### src/rtl/hls_pkg.sv
package hls_pkg;
   typedef enum logic {
      BUS_W16 = 1'b0,
      BUS_W32 = 1'b1
   } bus_w_e;
endpackage

### src/rtl/hls_byte_rev.sv
module hls_byte_rev #(
   parameter int BYTE_W = 8,
   parameter int LANES  = 4,
   localparam int W     = BYTE_W * LANES
) (
   input  logic         en,
   input  logic [W-1:0] d,
   output logic [W-1:0] q
);
   if (LANES < 2) begin : g_bad_lanes
      $error("hls_byte_rev: LANES must be at least 2");
   end

   for (genvar i = 0; i < LANES; i++) begin : g_lane
      assign q[i*BYTE_W +: BYTE_W] = en ? d[(LANES-1-i)*BYTE_W +: BYTE_W]
                                        : d[i*BYTE_W +: BYTE_W];
   end
endmodule

### src/rtl/hls_wr_path.sv
module hls_wr_path
   import hls_pkg::*;
#(
   parameter int BYTE_W = 8,
   parameter int LANES  = 4,
   localparam int W     = BYTE_W * LANES,
   localparam int HW    = W / 2
) (
   input  logic         clk,
   input  logic         rst_n,
   input  bus_w_e       bus_mode,
   input  logic         swap_eff,
   input  logic         endn,
   input  logic         a1,
   input  logic         cfg,
   input  logic         wr_vld,
   input  logic [W-1:0] wdata,
   output logic         cfg_commit,
   output logic [W-1:0] steered,
   output logic         int_wr_vld_o,
   output logic [W-1:0] int_wdata_o
);
   logic [HW-1:0] hold_q;
   logic [W-1:0]  assembled;
   logic [W-1:0]  swapped;
   logic          commit;
   logic          park;

   assign park   = wr_vld && (bus_mode == BUS_W16) && !a1;
   assign commit = wr_vld && ((bus_mode == BUS_W32) || a1);

   always_comb begin
      assembled = swap_eff ? {hold_q, wdata[HW-1:0]} : {wdata[HW-1:0], hold_q};
      swapped   = (bus_mode == BUS_W32) ? wdata : assembled;
   end

   hls_byte_rev #(.BYTE_W(BYTE_W), .LANES(LANES)) u_wr_rev (
      .en (endn),
      .d  (swapped),
      .q  (steered)
   );

   assign cfg_commit = commit && cfg;

   always_ff @(posedge clk or negedge rst_n) begin
      if (!rst_n) begin
         hold_q       <= '0;
         int_wr_vld_o <= 1'b0;
         int_wdata_o  <= '0;
      end else begin
         if (park) hold_q <= wdata[HW-1:0];
         int_wr_vld_o <= commit && !cfg;
         if (commit && !cfg) int_wdata_o <= steered;
      end
   end

   assert_half_parks_R5: assert property (@(posedge clk) disable iff (!rst_n)
      park |=> !int_wr_vld_o);
   assert_full_commits_R2: assert property (@(posedge clk) disable iff (!rst_n)
      (wr_vld && (bus_mode == BUS_W32) && !cfg) |=> int_wr_vld_o);
   assert_strobe_single_R2: assert property (@(posedge clk) disable iff (!rst_n)
      (int_wr_vld_o && !(wr_vld && !cfg)) |=> !int_wr_vld_o);
endmodule

### src/rtl/hls_rd_path.sv
module hls_rd_path
   import hls_pkg::*;
#(
   parameter int BYTE_W = 8,
   parameter int LANES  = 4,
   localparam int W     = BYTE_W * LANES,
   localparam int HW    = W / 2
) (
   input  logic         clk,
   input  logic         rst_n,
   input  bus_w_e       bus_mode,
   input  logic         swap_eff,
   input  logic         endn,
   input  logic         a1,
   input  logic         rd_vld,
   input  logic [W-1:0] src_word,
   output logic         fetch,
   output logic [W-1:0] host_rdata
);
   logic [W-1:0]  ordered;
   logic [W-1:0]  latch_q;
   logic [W-1:0]  pick_src;
   logic          pick_hi;
   logic [HW-1:0] half;

   hls_byte_rev #(.BYTE_W(BYTE_W), .LANES(LANES)) u_rd_rev (
      .en (endn),
      .d  (src_word),
      .q  (ordered)
   );

   assign fetch = rd_vld && ((bus_mode == BUS_W32) || !a1);

   always_comb begin
      pick_src = a1 ? latch_q : ordered;
      pick_hi  = a1 ^ swap_eff;
      half     = pick_hi ? pick_src[W-1:HW] : pick_src[HW-1:0];
      if (!rd_vld)                    host_rdata = '0;
      else if (bus_mode == BUS_W32)   host_rdata = ordered;
      else                            host_rdata = {{HW{1'b0}}, half};
   end

   always_ff @(posedge clk or negedge rst_n) begin
      if (!rst_n)                                       latch_q <= '0;
      else if (rd_vld && (bus_mode == BUS_W16) && !a1)  latch_q <= ordered;
   end

   assert_second_half_local_R10: assert property (@(posedge clk) disable iff (!rst_n)
      (rd_vld && (bus_mode == BUS_W16) && a1) |-> !fetch);
   assert_upper_zero_R9: assert property (@(posedge clk) disable iff (!rst_n)
      (rd_vld && (bus_mode == BUS_W16)) |-> (host_rdata[W-1:HW] == '0));
   assert_first_half_fetch_R9: assert property (@(posedge clk) disable iff (!rst_n)
      (rd_vld && !a1) |-> fetch);
endmodule

### src/rtl/hbus_lane_steer.sv
module hbus_lane_steer
   import hls_pkg::*;
#(
   parameter int BYTE_W = 8,
   parameter int LANES  = 4,
   localparam int W     = BYTE_W * LANES
) (
   input  logic         clk,
   input  logic         rst_n,
   input  logic         strap_bus32,
   input  logic         endian_rev,
   input  logic         host_a1,
   input  logic         host_cfg_sel,
   input  logic         host_wr_vld,
   input  logic [W-1:0] host_wdata,
   input  logic         host_rd_vld,
   output logic [W-1:0] host_rdata,
   output logic         int_wr_vld,
   output logic [W-1:0] int_wdata,
   output logic         int_rd_req,
   input  logic [W-1:0] int_rdata
);
   if ((LANES % 2) != 0 || LANES < 2) begin : g_bad_lanes
      $error("hbus_lane_steer: LANES must be even and at least 2");
   end

   bus_w_e       bus_mode;
   logic         swap_q;
   logic         swap_eff;
   logic         cfg_commit;
   logic [W-1:0] steered;
   logic [W-1:0] src_word;
   logic         fetch;

   assign bus_mode = strap_bus32 ? BUS_W32 : BUS_W16;
   assign swap_eff = swap_q && (bus_mode == BUS_W16);
   assign src_word = host_cfg_sel ? {W{swap_q}} : int_rdata;

   always_ff @(posedge clk or negedge rst_n) begin
      if (!rst_n)          swap_q <= 1'b0;
      else if (cfg_commit) swap_q <= &steered;
   end

   hls_wr_path #(.BYTE_W(BYTE_W), .LANES(LANES)) u_wr (
      .clk          (clk),
      .rst_n        (rst_n),
      .bus_mode     (bus_mode),
      .swap_eff     (swap_eff),
      .endn         (endian_rev),
      .a1           (host_a1),
      .cfg          (host_cfg_sel),
      .wr_vld       (host_wr_vld),
      .wdata        (host_wdata),
      .cfg_commit   (cfg_commit),
      .steered      (steered),
      .int_wr_vld_o (int_wr_vld),
      .int_wdata_o  (int_wdata)
   );

   hls_rd_path #(.BYTE_W(BYTE_W), .LANES(LANES)) u_rd (
      .clk        (clk),
      .rst_n      (rst_n),
      .bus_mode   (bus_mode),
      .swap_eff   (swap_eff),
      .endn       (endian_rev),
      .a1         (host_a1),
      .rd_vld     (host_rd_vld),
      .src_word   (src_word),
      .fetch      (fetch),
      .host_rdata (host_rdata)
   );

   assign int_rd_req = fetch && !host_cfg_sel;

   assert_reset_idle_R1: assert property (@(posedge clk)
      !rst_n |=> !int_wr_vld);
   assert_cfg_no_commit_R11: assert property (@(posedge clk) disable iff (!rst_n)
      (host_wr_vld && host_cfg_sel) |=> !int_wr_vld);
   assert_cfg_no_fetch_R11: assert property (@(posedge clk) disable iff (!rst_n)
      (host_rd_vld && host_cfg_sel) |-> !int_rd_req);
   assert_no_idle_fetch_R8: assert property (@(posedge clk) disable iff (!rst_n)
      !host_rd_vld |-> !int_rd_req);
endmodule

### config.mk
export PLATFORM = sky130hd
export DESIGN_NAME = hbus_lane_steer
export DESIGN_NICKNAME = d
export VERILOG_FILES = /design/src/rtl/hls_pkg.sv /design/src/rtl/hls_byte_rev.sv /design/src/rtl/hls_wr_path.sv /design/src/rtl/hls_rd_path.sv /design/src/rtl/hbus_lane_steer.sv
export SDC_FILE = /design/constraint.sdc
export NUM_CORES = 1
export LEC_CHECK = 0
export CORE_MARGIN = 2
export CORE_UTILIZATION = 30
export DETAILED_ROUTE_END_ITERATION = 10
export SYNTH_ARGS = -nofsm -noshare
export SYNTH_HDL_FRONTEND = slang
export SYNTH_SLANG_ARGS = --single-unit
### constraint.sdc
create_clock -name clk -period 2.3 [get_ports clk]
set_clock_uncertainty 0.05 [all_clocks]
set_input_delay 0.23 -clock clk [delete_from_list [all_inputs] [get_ports clk]]
set_output_delay 0.23 -clock clk [all_outputs]
set_load 0.03 [all_outputs]
After elaboration in Yosys (flattened, before gate mapping)
Cells that the tools add are included.
{"block": "totals", "reg_bits": 82, "input_bits": 72, "wordCells": 38}
{"block": "classes", "n_reduce_logical": 15, "bitwise_logic": 2, "muxes": 16}
{"cell": "32-bit two-way mux", "n": 6}
{"cell": "8-bit two-way mux", "n": 8}
{"cell": "32-bit AND reduction", "n": 1}
{"cell": "16-bit two-way mux", "n": 1}
{"cell": "1-bit logical AND", "n": 10}
{"cell": "1-bit zero test", "n": 2}
{"cell": "1-bit logical OR", "n": 2}
{"cell": "1-bit two-way mux", "n": 1}
{"cell": "1-bit inverter", "n": 1}
{"cell": "1-bit XOR", "n": 1}

Depth between registers and ports, before layout
Gate-level depths: netlist (run 1).
{"block": "depth", "word_depth": 7, "mapped_depth": 8, "ltp_nobuf": 5}

Hierarchy
A second synthesis (run 1) with hierarchy kept.
{"block": "unflattened", "hier_cells": 492, "area_unflattened_um2": 5810.6}
{"mod": "hls_wr_path", "cells_per_inst": 178, "seq_area_each_um2": 1226.2, "area_per_inst_um2": 2432.3, "instances": 1}
{"mod": "hls_rd_path", "cells_per_inst": 155, "seq_area_each_um2": 800.8, "area_per_inst_um2": 1859.3, "instances": 1}
{"mod": "hls_byte_rev", "cells_per_inst": 36, "seq_area_each_um2": 0.0, "area_per_inst_um2": 544.3, "instances": 2}
{"mod": "hbus_lane_steer", "cells_per_inst": 87, "seq_area_each_um2": 25.0, "area_per_inst_um2": 430.4, "instances": 1}

Least setup slack after synthesis (run 1)
OpenSTA, ideal clock, no wires.
{"block": "synth_path", "path_type": "reg-to-output", "startpoint": "register swap_q", "endpoint": "output host_rdata[10]", "path_buffers": 4, "slack_ns": 0.278, "t_arrival_ns": 1.742, "path_stages_with_launch": 9, "required_time_ns": 2.020, "path_cell_list": "dfrtp_1 buf_6 buf_8 buf_6 nor2_1 buf_2 nand2_1 a21oi_1 o21a_1"}
{"block": "synth_between", "elab_chain_len": 6, "word_cells_on_any_way": 9, "classes_between": "mux: 7; bitwise: 1; reduce/logical: 1"}
{"element": "start, declared", "line_no": "hbus_lane_steer.sv:28", "text": "logic swap_q;"}
{"element": "start signal, assigned", "line_no": "hbus_lane_steer.sv:41", "text": "else if (cfg_commit) swap_q <= &steered;"}
{"element": "32-bit two-way mux", "line_no": "hbus_lane_steer.sv:37", "text": "assign src_word = host_cfg_sel ? {W{swap_q}} : int_rdata;"}
{"element": "8-bit two-way mux", "line_no": "hls_byte_rev.sv:15", "text": "assign q[i*BYTE_W +: BYTE_W] = en ? d[(LANES-1-i)*BYTE_W +: BYTE_W]"}
{"element": "32-bit two-way mux", "line_no": "hls_rd_path.sv:35", "text": "pick_src = a1 ? latch_q : ordered;"}
{"element": "16-bit two-way mux", "line_no": "hls_rd_path.sv:37", "text": "half = pick_hi ? pick_src[W-1:HW] : pick_src[HW-1:0];"}
{"element": "32-bit two-way mux *", "line_no": "hls_rd_path.sv:39", "text": "else if (bus_mode == BUS_W32) host_rdata = ordered;"}
{"element": "32-bit two-way mux *", "line_no": "hls_rd_path.sv:38", "text": "if (!rd_vld) host_rdata = '0;"}
{"element": "end, declared", "line_no": "hbus_lane_steer.sv:17", "text": "output logic [W-1:0] host_rdata,"}
Mark *: on every way between the ends. The rest lies on a longest branch, timed or not.

Final worst setup path (run 1)
{"block": "layout_path", "startpoint": "register swap_q", "endpoint": "output host_rdata[0]"}
The elaborated chain is that of the path after synthesis.

==> flow_summary.yaml, run 1 <==
status:
  status: "complete, no violations"
clocking:
  clock-root-buffer: "clkbuf_16"
  cts_tree: "built"
  cts_made_buffers: 9
  insertion_delay_ps: 360
  clock_path_buffers: 2
  cts.htree.levels: 3
  clkTransAtPathRegs_ps: 70
  cts_sinks: 82
global_route:
  grt_pass1_vias: 5014
  antenna_found_initial: 0
  grt_pass1_wl_mm: 27.7
  grt_use_total_pct: 17.8
  gr-total-overflow: 0
  grt_max_degree: 65
cells_and_area:
  final_design_area_no_fill_sq_um: 7650
  diodes: 0
  fin_nets: 863
  regArea_sq_um: 2050
  multi_input_area_sq_um: 3270
  fillers: 1835
  layout-drive-gt1-share_pct: 21.7
  syn2layout_area_growth_pct: 36.6
synth:
  seq_area_frac_synth_pct: 36.6
  synth_edf_count: 0
  avgSynthCellArea_sq_um: 8.49
  ys_types: 45
  synth_adder_area_share_pct: 0
  synth_mux_area_share_pct: 18.9
  synth-xor-area-share_pct: 0
  ys_seq_elements: 82
  ys_warn_count: 0
  synthFlopType: "dfrtp_1"
  syn_nets: 732
  synth_compound_area_share_pct: 22.2
  synth_top_family_by_area: "compound AO/OA/AOI/OAI gates"
  syn_inst: 660
  synthArstFlopShare_pct: 100
  synth_area_sq_um: 5610
  synthSimpleGateAreaFrac_pct: 16.8
detailed_routing:
  dr_total_vias: 5281
  drc: 0
  wire_per_inst_um: 17.4
  avgViaCountPerCell: 5.15
  antenna_left: 0
  drt_first_pass_iters: 5
  routed_wl_mm: 17.9
  drt-initial-drc-count: 387
timing:
  worst_slack_ps: 79.3
  max_freq_ghz: 0.450
  period_share_pct: 96.6
  tightest_slew_ps: 534
  setup_viol: 0
  slew_headroom_pct: 64.1
  slew_violations: 0
  period_needed_ps: 2220
  hold_violations: 0
floorplan:
  die_area_sq_um: 19800
  dieWidth_um: 141
  core_sq_um: 18100
  rows: 49
  initial_core_util_pct: 30.9
  die_y_um: 141
  ios: 138
placement:
  io_buffers: 137
  placed_cell_area_sq_um: 7250
  gp_congestion: 0.853
  dp_slack_ps: 62.0
  detailed_place_hpwl_mm: 12.9
worst_setup_path:
  worst_setup_path_start_kind: "flop"
  cp.required_ps: 2020
  reg2reg_from: "swap_q$_DFFE_PN0P_"
  worstSetupPathType: "reg2out"
  arrival_ps: 1940
  startpoint: "swap_q$_DFFE_PN0P_"
  critPathMaxFanout: 24
  end_kind: "output port"
power:
  p_per_area_nw_per_um2: 659
  leakagePower_nw: 3.24
  ir_drop_mv: 0.366
worst_hold_path:
  hold_path_class: "in2async"
run:
  max_cap_violations: 0
==> cell families (layout without fill, tap and decap cells) <==
| logic type | count (synthesis) | after routing |
|---|---|---|
| AND/OR/NAND/NOR | 220 | 220 |
| AO/OA/AOI/OAI | 200 | 200 |
| multiplexers | 97 | 97 |
| flip-flops | 82 | 82 |
| buffers and inverters | 61 | 197 |
==> synthesized netlist by cell type (all sizes together), types with 2 or more instances <==
cell | number | area, sq um
nor2 | 66 | 267
nor3 | 2 | 15.0
nand3 | 2 | 10.0
buf | 27 | 179
clkbuf | 30 | 113
o221ai | 2 | 17.5
and2 | 2 | 12.5
or2 | 2 | 12.5
mux2 | 72 | 811
o211ai | 21 | 158
nor4 | 7 | 43.8
a21oi | 22 | 110
o21ai | 104 | 521
nor3b | 2 | 20.0
clkinv | 2 | 7.51
o31ai | 2 | 20.0
a31oi | 3 | 18.8
o21a | 21 | 158
mux2i | 25 | 250
inv | 2 | 7.51
nand2 | 126 | 473
o211a | 6 | 60.1
a21bo | 16 | 160
nand2b | 5 | 31.3
dfrtp | 82 | 2050
nor4bb | 2 | 20.0
==> worst paths after layout <==
check                                                        end  slack (ps)  cells after the start
worst min register to register  u_wr.int_wdata_o[13]$_DFFE_PN0P_         430                      2
worst min-delay path            u_wr.int_wdata_o[17]$_DFFE_PN0P_         260                      2
worst max-delay path                               host_rdata[0]          80                      7
worst max register to register                swap_q$_DFFE_PN0P_         160                      7
max in group asynchronous           u_rd.latch_q[23]$_DFFE_PN0P_        1320                      3
min in group clk                u_wr.int_wdata_o[13]$_DFFE_PN0P_         430                      2
==> registers in the layout (all words and copies together) (netlist names) <==
| name | count |
|---|---|
| u_wr.int_wdata_o | 32 |
| u_wr.hold_q | 16 |
| swap_q | 1 |
| u_wr.int_wr_vld_o | 1 |
| u_rd.latch_q | 32 |
==> per-layer routing <==
metal,vias up,share of wire (%),global-route usage (%)
li1,2588,-,-
met1,2479,47,24.9
met2,198,45,27.5
met3,16,6.2,3.50
met4,0,1.5,5.79
met5,-,0,0
==> timing repair <==
action                     4_1_cts  5_1_grt
setup endpoints to repair        0       16
hold endpoints to repair        17        0
resized for setup                0        8
hold buffers                     1        0
setup buffers                    0        1
==> worst max-delay path: stages, from the launching register on <==
cell	delay, ps
dfrtp_2	450
nand2b_4	170
buf_12	160
o211ai_1	110
a21bo_2	220
a21oi_1	110
o21a_1	180
buf_4	170
==> per-stage QoR <==
step,utilization (%),setup TNS (ps),power [mW],std cells,hold WS [ps]
floorplan,-,0,2.73,660,-116
global placement,40.0,0,3.38,1005,85.8
detailed placement,40.0,0,3.40,1005,86.1
CTS,41.8,0,5.07,1022,262
global route,42.2,-1.33,5.31,1025,281
finish,42.2,0,5.05,1025,257
==> cell type report <==
| class | instances | share of cell area [%] |
|---|---|---|
| Clock buffer | 9 | 2.94 |
| Sequential cell | 82 | 26.8 |
| Tap cell | 229 | 3.74 |
| Clock inverter | 7 | 1.39 |
| Timing Repair Buffer | 177 | 22.2 |
| Inverter | 4 | 0.196 |
| Multi-Input combinational cell | 517 | 42.7 |
==> cell usage in the layout (no fill, tap or decap), types with 3 or more instances in the layout <==
cell type,count
nor2_1,63
buf_4,63
o211ai_1,21
buf_12,8
mux2_2,65
o21ai_1,7
o21a_1,21
a21bo_1,11
clkbuf_16,10
a21oi_1,21
a21bo_2,5
nand2_1,126
inv_6,4
mux2_1,7
o21ai_0,97
o211a_1,6
mux2i_1,25
dfrtp_1,81
nand2b_1,3
nor4_1,7
clkdlybuf4s50_1,101
a31oi_1,3
==> report_power, final <==
part           total, mW  internal [mW]  switching [mW]  leakage, nW
logic               1.55          0.688           0.862         2.05
registers           1.85           1.69           0.157         1.02
clock network       1.65          0.975           0.674        0.163
total               5.05           3.35            1.69         3.24
Power figures use the tool's default switching activity.
==> run 2: changes to the inputs <==
--- a/config.mk
+++ b/config.mk
@@ -8,6 +8,7 @@
 export CORE_MARGIN = 2
 export CORE_UTILIZATION = 30
 export DETAILED_ROUTE_END_ITERATION = 10
+export GPL_ROUTABILITY_DRIVEN = 0
 export SYNTH_ARGS = -nofsm -noshare
 export SYNTH_HDL_FRONTEND = slang
 export SYNTH_SLANG_ARGS = --single-unit
==> results of run 2 <==
The final DEF is identical to that of run 1; final timing and power are the same.
